File: src/rtl/tmr16_pkg.sv
package tmr16_pkg;
  typedef enum logic [2:0] {
    MODE_ONESHOT = 3'd0,
    MODE_CONT    = 3'd1,
    MODE_COUNT   = 3'd2,
    MODE_PWM     = 3'd3,
    MODE_CAPT    = 3'd4,
    MODE_CMP     = 3'd5,
    MODE_GATE    = 3'd6,
    MODE_CAPCMP  = 3'd7
  } tmrMode_e;

  typedef struct packed {
    logic advance;
    logic restart;
    logic capture;
    logic irq;
    logic outToggle;
    logic outLoad;
    logic outVal;
    logic stopEn;
  } tmrStrobe_t;

  localparam logic [1:0] ADDR_COUNT  = 2'd0;
  localparam logic [1:0] ADDR_RELOAD = 2'd1;
  localparam logic [1:0] ADDR_VALUE  = 2'd2;
  localparam logic [1:0] ADDR_CTRL   = 2'd3;
endpackage

File: src/rtl/tmr16_ctrl.sv
module tmr16_ctrl
  import tmr16_pkg::*;
#(
  parameter int CNT_W = 16,
  parameter int PRE_W = 3
) (
  input  logic             clk,
  input  logic             rstN,
  input  logic             tmrIn,
  input  logic             en,
  input  logic             pol,
  input  logic [PRE_W-1:0] pre,
  input  tmrMode_e         mode,
  input  logic [CNT_W-1:0] count,
  input  logic [CNT_W-1:0] reloadVal,
  input  logic [CNT_W-1:0] valueReg,
  output tmrStrobe_t       stb
);
  localparam int PRE_MAX_W = (1 << PRE_W) - 1;

  logic inMeta, inSync, inPrev;
  logic riseEdge, fallEdge, activeEdge, gateActive, gateFall;
  logic [PRE_MAX_W-1:0] preCnt, preMask;
  logic tick, running, ev, atReload, atMatch;

  always_ff @(posedge clk) begin
    if (!rstN) begin
      inMeta <= 1'b0;
      inSync <= 1'b0;
      inPrev <= 1'b0;
    end else begin
      inMeta <= tmrIn;
      inSync <= inMeta;
      inPrev <= inSync;
    end
  end

  assign riseEdge   = inSync & ~inPrev;
  assign fallEdge   = ~inSync & inPrev;
  assign activeEdge = pol ? fallEdge : riseEdge;
  assign gateActive = inSync ^ pol;
  assign gateFall   = pol ? riseEdge : fallEdge;

  assign preMask = ~({PRE_MAX_W{1'b1}} << pre);
  assign tick    = en && (preCnt == preMask);

  always_ff @(posedge clk) begin
    if (!rstN || !en || tick) preCnt <= '0;
    else                      preCnt <= preCnt + 1'b1;
  end

  always_ff @(posedge clk) begin
    if (!rstN || !en)                           running <= 1'b0;
    else if (mode == MODE_CAPCMP && activeEdge) running <= 1'b1;
  end

  assign atReload = (count == reloadVal);
  assign atMatch  = (count == valueReg);

  always_comb begin
    case (mode)
      MODE_COUNT:  ev = en && activeEdge;
      MODE_GATE:   ev = tick && gateActive;
      MODE_CAPCMP: ev = tick && running;
      default:     ev = tick;
    endcase
  end

  always_comb begin
    stb = '0;
    if (ev) begin
      if (mode == MODE_CMP) begin
        stb.advance = 1'b1;
        if (atReload) begin
          stb.irq       = 1'b1;
          stb.outToggle = 1'b1;
        end
      end else if (atReload) begin
        stb.restart = 1'b1;
        stb.irq     = 1'b1;
        stb.stopEn  = (mode == MODE_ONESHOT);
        if (mode == MODE_PWM) begin
          stb.outLoad = 1'b1;
          stb.outVal  = ~pol;
        end else begin
          stb.outToggle = 1'b1;
        end
      end else begin
        stb.advance = 1'b1;
        if (mode == MODE_PWM && atMatch) begin
          stb.outLoad = 1'b1;
          stb.outVal  = pol;
        end
      end
    end
    if (en && activeEdge) begin
      if (mode == MODE_CAPT) begin
        stb.capture = 1'b1;
        stb.irq     = 1'b1;
      end else if (mode == MODE_CAPCMP && running) begin
        stb.capture = 1'b1;
        stb.restart = 1'b1;
        stb.irq     = 1'b1;
      end
    end
    if (en && mode == MODE_GATE && gateFall) stb.irq = 1'b1;
  end

  AST_PRESCALE_GAP: assert property (@(posedge clk) disable iff (!rstN)
    (tick && preMask != '0) |=> (!tick || preMask == '0));
  AST_COUNTER_EDGE_ONLY: assert property (@(posedge clk) disable iff (!rstN)
    (en && mode == MODE_COUNT && !activeEdge) |-> (!stb.advance && !stb.restart));
  AST_GATE_HOLD: assert property (@(posedge clk) disable iff (!rstN)
    (en && mode == MODE_GATE && !gateActive) |-> (!stb.advance && !stb.restart));
  AST_FIRST_EDGE_QUIET: assert property (@(posedge clk) disable iff (!rstN)
    (en && mode == MODE_CAPCMP && !running) |-> (!stb.irq && !stb.advance));
endmodule

File: src/rtl/tmr16_dp.sv
module tmr16_dp
  import tmr16_pkg::*;
#(
  parameter int CNT_W = 16,
  parameter int PRE_W = 3
) (
  input  logic             clk,
  input  logic             rstN,
  input  logic             wrEn,
  input  logic [1:0]       wrAddr,
  input  logic [CNT_W-1:0] wrData,
  input  logic [1:0]       rdAddr,
  output logic [CNT_W-1:0] rdData,
  input  tmrStrobe_t       stb,
  output logic [CNT_W-1:0] count,
  output logic [CNT_W-1:0] reloadVal,
  output logic [CNT_W-1:0] valueReg,
  output logic             en,
  output logic             pol,
  output logic [PRE_W-1:0] pre,
  output tmrMode_e         mode,
  output logic             tmrOut,
  output logic             irq
);
  localparam int CTRL_W = PRE_W + 5;
  localparam int EN_BIT = CTRL_W - 1;
  localparam int POL_BIT = CTRL_W - 2;

  logic [CTRL_W-1:0] ctrlReg;
  logic cntWr, ctrlWr, idleLevel;

  assign cntWr  = wrEn && (wrAddr == ADDR_COUNT);
  assign ctrlWr = wrEn && (wrAddr == ADDR_CTRL);
  assign idleLevel = (wrData[2:0] == MODE_PWM) ? ~wrData[POL_BIT] : wrData[POL_BIT];

  assign en   = ctrlReg[EN_BIT];
  assign pol  = ctrlReg[POL_BIT];
  assign pre  = ctrlReg[PRE_W+2:3];
  assign mode = tmrMode_e'(ctrlReg[2:0]);

  always_ff @(posedge clk) begin
    if (!rstN) begin
      count     <= '0;
      reloadVal <= '0;
      valueReg  <= '0;
      ctrlReg   <= '0;
      tmrOut    <= 1'b0;
      irq       <= 1'b0;
    end else begin
      if (cntWr)            count <= wrData;
      else if (stb.restart) count <= {{(CNT_W-1){1'b0}}, 1'b1};
      else if (stb.advance) count <= count + 1'b1;

      if (wrEn && wrAddr == ADDR_RELOAD) reloadVal <= wrData;

      if (stb.capture)                       valueReg <= count;
      else if (wrEn && wrAddr == ADDR_VALUE) valueReg <= wrData;

      if (ctrlWr)          ctrlReg <= wrData[CTRL_W-1:0];
      else if (stb.stopEn) ctrlReg[EN_BIT] <= 1'b0;

      if (ctrlWr && !wrData[EN_BIT]) tmrOut <= idleLevel;
      else if (stb.outLoad)          tmrOut <= stb.outVal;
      else if (stb.outToggle)        tmrOut <= ~tmrOut;

      irq <= stb.irq;
    end
  end

  always_comb begin
    case (rdAddr)
      ADDR_COUNT:  rdData = count;
      ADDR_RELOAD: rdData = reloadVal;
      ADDR_VALUE:  rdData = valueReg;
      default:     rdData = {{(CNT_W-CTRL_W){1'b0}}, ctrlReg};
    endcase
  end

  AST_CAPTURE_COPY: assert property (@(posedge clk) disable iff (!rstN)
    stb.capture |=> (valueReg == $past(count)));
  AST_RESTART_ONE: assert property (@(posedge clk) disable iff (!rstN)
    (stb.restart && !cntWr) |=> (count == 1));
  AST_ONESHOT_STOP: assert property (@(posedge clk) disable iff (!rstN)
    (stb.stopEn && !ctrlWr) |=> !en);
  AST_HOLD_WHEN_OFF: assert property (@(posedge clk) disable iff (!rstN)
    (!en && !cntWr) |=> (count == $past(count)));
  AST_PWM_MATCH_LEVEL: assert property (@(posedge clk) disable iff (!rstN)
    (mode == MODE_PWM && stb.outLoad && !stb.restart && !ctrlWr) |=> (tmrOut == $past(pol)));
endmodule

File: src/rtl/tmr16.sv
module tmr16
  import tmr16_pkg::*;
#(
  parameter int CNT_W = 16,
  parameter int PRE_W = 3
) (
  input  logic             clk,
  input  logic             rstN,
  input  logic             wrEn,
  input  logic [1:0]       wrAddr,
  input  logic [CNT_W-1:0] wrData,
  input  logic [1:0]       rdAddr,
  output logic [CNT_W-1:0] rdData,
  input  logic             tmrIn,
  output logic             tmrOut,
  output logic             irq
);
  tmrStrobe_t       stb;
  logic [CNT_W-1:0] count, reloadVal, valueReg;
  logic             en, pol;
  logic [PRE_W-1:0] pre;
  tmrMode_e         mode;

  tmr16_ctrl #(.CNT_W(CNT_W), .PRE_W(PRE_W)) u_ctrl (
    .clk(clk), .rstN(rstN), .tmrIn(tmrIn), .en(en), .pol(pol), .pre(pre),
    .mode(mode), .count(count), .reloadVal(reloadVal), .valueReg(valueReg),
    .stb(stb)
  );

  tmr16_dp #(.CNT_W(CNT_W), .PRE_W(PRE_W)) u_dp (
    .clk(clk), .rstN(rstN), .wrEn(wrEn), .wrAddr(wrAddr), .wrData(wrData),
    .rdAddr(rdAddr), .rdData(rdData), .stb(stb), .count(count),
    .reloadVal(reloadVal), .valueReg(valueReg), .en(en), .pol(pol),
    .pre(pre), .mode(mode), .tmrOut(tmrOut), .irq(irq)
  );
endmodule

File: config.mk
export PLATFORM = sky130hd
export DESIGN_NAME = tmr16
export DESIGN_NICKNAME = d
export VERILOG_FILES = /design/src/rtl/tmr16_pkg.sv /design/src/rtl/tmr16_ctrl.sv /design/src/rtl/tmr16_dp.sv /design/src/rtl/tmr16.sv
export SDC_FILE = /design/constraint.sdc
export NUM_CORES = 1
export LEC_CHECK = 0
export BUFFER_PORTS_ARGS = -buffer_cell sky130_fd_sc_hd__buf_2
export CAP_MARGIN = 40
export CORE_MARGIN = 2
export CORE_UTILIZATION = 50
export CTS_CLUSTER_DIAMETER = 120
export DETAILED_ROUTE_END_ITERATION = 8
export GPL_ROUTABILITY_DRIVEN = 0
export PLACE_DENSITY = 0.68
export SKIP_LAST_GASP = 1
export SYNTH_ARGS = -nofsm -noshare
export SYNTH_HDL_FRONTEND = slang
export SYNTH_SLANG_ARGS = --single-unit
File: constraint.sdc
create_clock -name clk -period 2.3 [get_ports clk]
set_clock_uncertainty 0.15 [all_clocks]
set_input_delay 0.23 -clock clk [delete_from_list [all_inputs] [get_ports clk]]
set_output_delay 0.23 -clock clk [all_outputs]
set_load 0.01 [all_outputs]
==> reports/qor.txt <==
Worst-path clk slew: 0.08 ns
worst-skew pair later-pin latency: 0.36 ns
ys flop type: dfxtp_1
GRT busiest layer: met2
WL/cell: 18.13 um
Gate power share: 0.188
final setup violating endpoints: 0
sw frac: 0.2953
pwr dens: 559.6 mW/mm^2
Max FO, Critical Path: 3
Die Y: 94.94 um
Async S/R FF share, synth: 0
area share of the largest cell type after synthesis: 0.3340
count of different cell masters after synthesis: 62
crit share post-route: 0.9786
CP arrival: 2.34 ns
worst min-delay path class: in2reg
hold path start: wrData[15]
HPWL after detailed placement: 8672 um
routed via count: 4,075
Pleak: 2.156 nW
Core Util, Final: 0.6262
All-Layer GR Usage: 0.2869
placed cell areas: 0.004681 mm^2
slowest CP cell: dfxtp_1
Synth area leaders: dfxtp_1 33%, nand2_1 7.6%, mux2i_1 6.1%
slew margin rel.: 0.4430
max-cap viol count: 0
n_diodes: 0
share of cells above drive strength 1: 0.2629
num rows: 33
DR iter-0 viols: 208
pin count of the biggest net entering global routing: 44
Routed WL: 12,460 um
WP data required: 2.39 ns
EDFF count, synth: 0
Worst-Margin Slew: 0.8338 ns
minimum clock period: 2.251 ns
M1 GR Usage: 0.3957
CP Launch Type: flip-flop
Worst setup EP type: flip-flop
GR Util met3: 0.04310
grt met2 use: 0.4598
Net Count, Synth: 535
CTS buffer count: 9
root buf cell: clkbuf_8
Final Slew Violations: 0
Final WS setup: 0.04928 ns
CP peak stage delay: 0.35 ns
NetSw: 0.8417 mW
DRC: 0
Clock power frac: 0.362
Initial Util: 0.5084
register area share after synthesis: 0.3340
Peak supply drop: 0.3597 mV
Initial DRT Pass Iterations: 5
Crit Path Category: reg2reg
die area: 0.009014 mm^2
Fmax: 0.4443 GHz
Ports: 42
cells along the critical path: xor2_1 -> nor4_2 -> buf_4 -> nand4_2 -> o21ai_2 -> nor2_1 -> a21o_1 -> a221o_1
global-route wire length before repair: 19,610 um
RSZ-0062 raised after global routing: true
worst setup path startpoint: u_dp.reloadVal[12]
Pint: 2.009 mW
Mapped Area: 0.004135 mm^2
Synth area leader: dfxtp_1
gr ovfl total: 0
synth-to-layout area growth: 23.18%
number of global-route vias before repair: 3,731
worst-case clock buffer depth: 2
initial antenna violation count: 0
FF+latch count, synth: 69
CTS sink count: 69
Yosys Warn Count: 0
status: completed
CP Buf/Inv Count: 1
DIE WIDTH: 94.94 um
ANT nets after route: 0
Core Area: 0.008134 mm^2
final hold violation count: 0
power share of the sequential group: 0.451
Post-Synthesis Cells: 509
TritonCTS clock tree: built
sum of negative setup slack: 0 ns
CP top delay family: compound AO/OA/AOI/OAI gates
vias per cell: 5.932
Avg Cell Area, Syn: 8.124 um^2
most common cell after layout, fill and taps aside: nand2_1
pre-CTS WS: -0.06151 ns
final instance area: 0.005094 mm^2
H-Tree Depth: 3
port buffer count: 41
Layout Nets: 603
most frequent cells in the layout: 84 x nand2_1, 60 x dfxtp_1, 47 x nor2_1, 47 x buf_4, 41 x buf_2
FF-to-FF Start: u_dp.reloadVal[12]
-- registers in the layout, indices dropped and copies added (netlist names), 7 cells and up --
name            count
u_dp.count         16
u_dp.reloadVal     16
u_dp.valueReg      16
u_dp.ctrlReg        8
u_ctrl.preCnt       7
-- power groups by stage --
stage	combinational (mW)	sequential, mW	clock, mW
after floorplan	0.314	1.29	0
after global placement	0.478	1.31	0
after detailed placement	0.487	1.31	0
after CTS	0.507	1.28	1.04
after global routing	0.572	1.29	1.09
final	0.534	1.29	1.03
-- path summary, 6_finish.rpt --
check / cells past startpoint / slack (ns) / endpoint
max: 8 / 0.05 / u_dp.count[4]
min: 3 / 0.008 / u_dp.reloadVal[15]
max reg2reg: 8 / 0.05 / u_dp.count[4]
min reg2reg: 1 / 0.30 / u_ctrl.inSync
-- cell usage after synthesis, types with 4 or more instances --
cell,count
mux4_2,8
a31oi_1,4
xor2_1,28
o21ai_1,12
nand2b_1,7
o211ai_1,7
and3_1,6
clkbuf_1,26
a21oi_1,33
a211oi_1,17
dfxtp_1,69
nor4_1,11
and2_1,5
nand3_1,14
nor2_1,47
inv_1,7
buf_2,12
xnor2_1,12
o21ai_0,12
mux2i_1,25
nand2_1,84
-- worst min-delay path, delay by kind of cell --
family | cells | cell delay [ns]
buf+inv | 1 | 0.13
compound gates | 1 | 0.05
simple gates | 1 | 0.05
-- through the flow --
| step | power (mW) | instances | hold WS, ns |
|---|---|---|---|
| floorplan | 1.602 | 509 | 0.2062 |
| finish | 2.851 | 687 | 0.008078 |
| global route | 2.952 | 687 | 0.007485 |
| CTS | 2.827 | 688 | 0.0004180 |
| detailed placement | 1.798 | 663 | 0.2766 |
| global placement | 1.788 | 663 | 0.2698 |
-- routing by layer --
| layer | wire length, um | share of wire |
|---|---|---|
| met2 | 5792 | 0.46 |
| met1 | 5548 | 0.45 |
| met5 | 0 | 0 |
| met4 | 275 | 0.022 |
| met3 | 841 | 0.068 |
-- kinds of logic after synthesis --
kind of cell / Yosys count / synth area share
DFF: 69 / 0.3340
and+or+nand+nor: 198 / 0.2248
buffers and inverters: 53 / 0.05809
xor gates and xnor gates: 40 / 0.08472
muxes: 34 / 0.1068
adders and majority gates: 2 / 0.006050
AOI/OAI and AO/OA: 113 / 0.1855
-- area by class of cell --
| type | count | area [um^2] |
|---|---|---|
| Inverter | 9 | 33.78 |
| Fill cell | 704 | 3040 |
| Multi-Input combinational cell | 387 | 2616 |
| Clock buffer | 10 | 137.6 |
| Tap cell | 105 | 131.4 |
| Sequential cell | 69 | 1400 |
| Timing Repair Buffer | 101 | 711.9 |
| Clock inverter | 6 | 62.56 |
-- timing repair --
| item | CTS | global route |
|---|---|---|
| hold buffers | 8 | 0 |
| pin swaps | 1 | 13 |
| gates resized for setup | 6 | 27 |
| buffers inserted | 1 | 0 |
| hold endpoints to repair | 10 | 0 |
| setup endpoints to repair | 8 | 16 |
(Power assumes the default switching activity.)
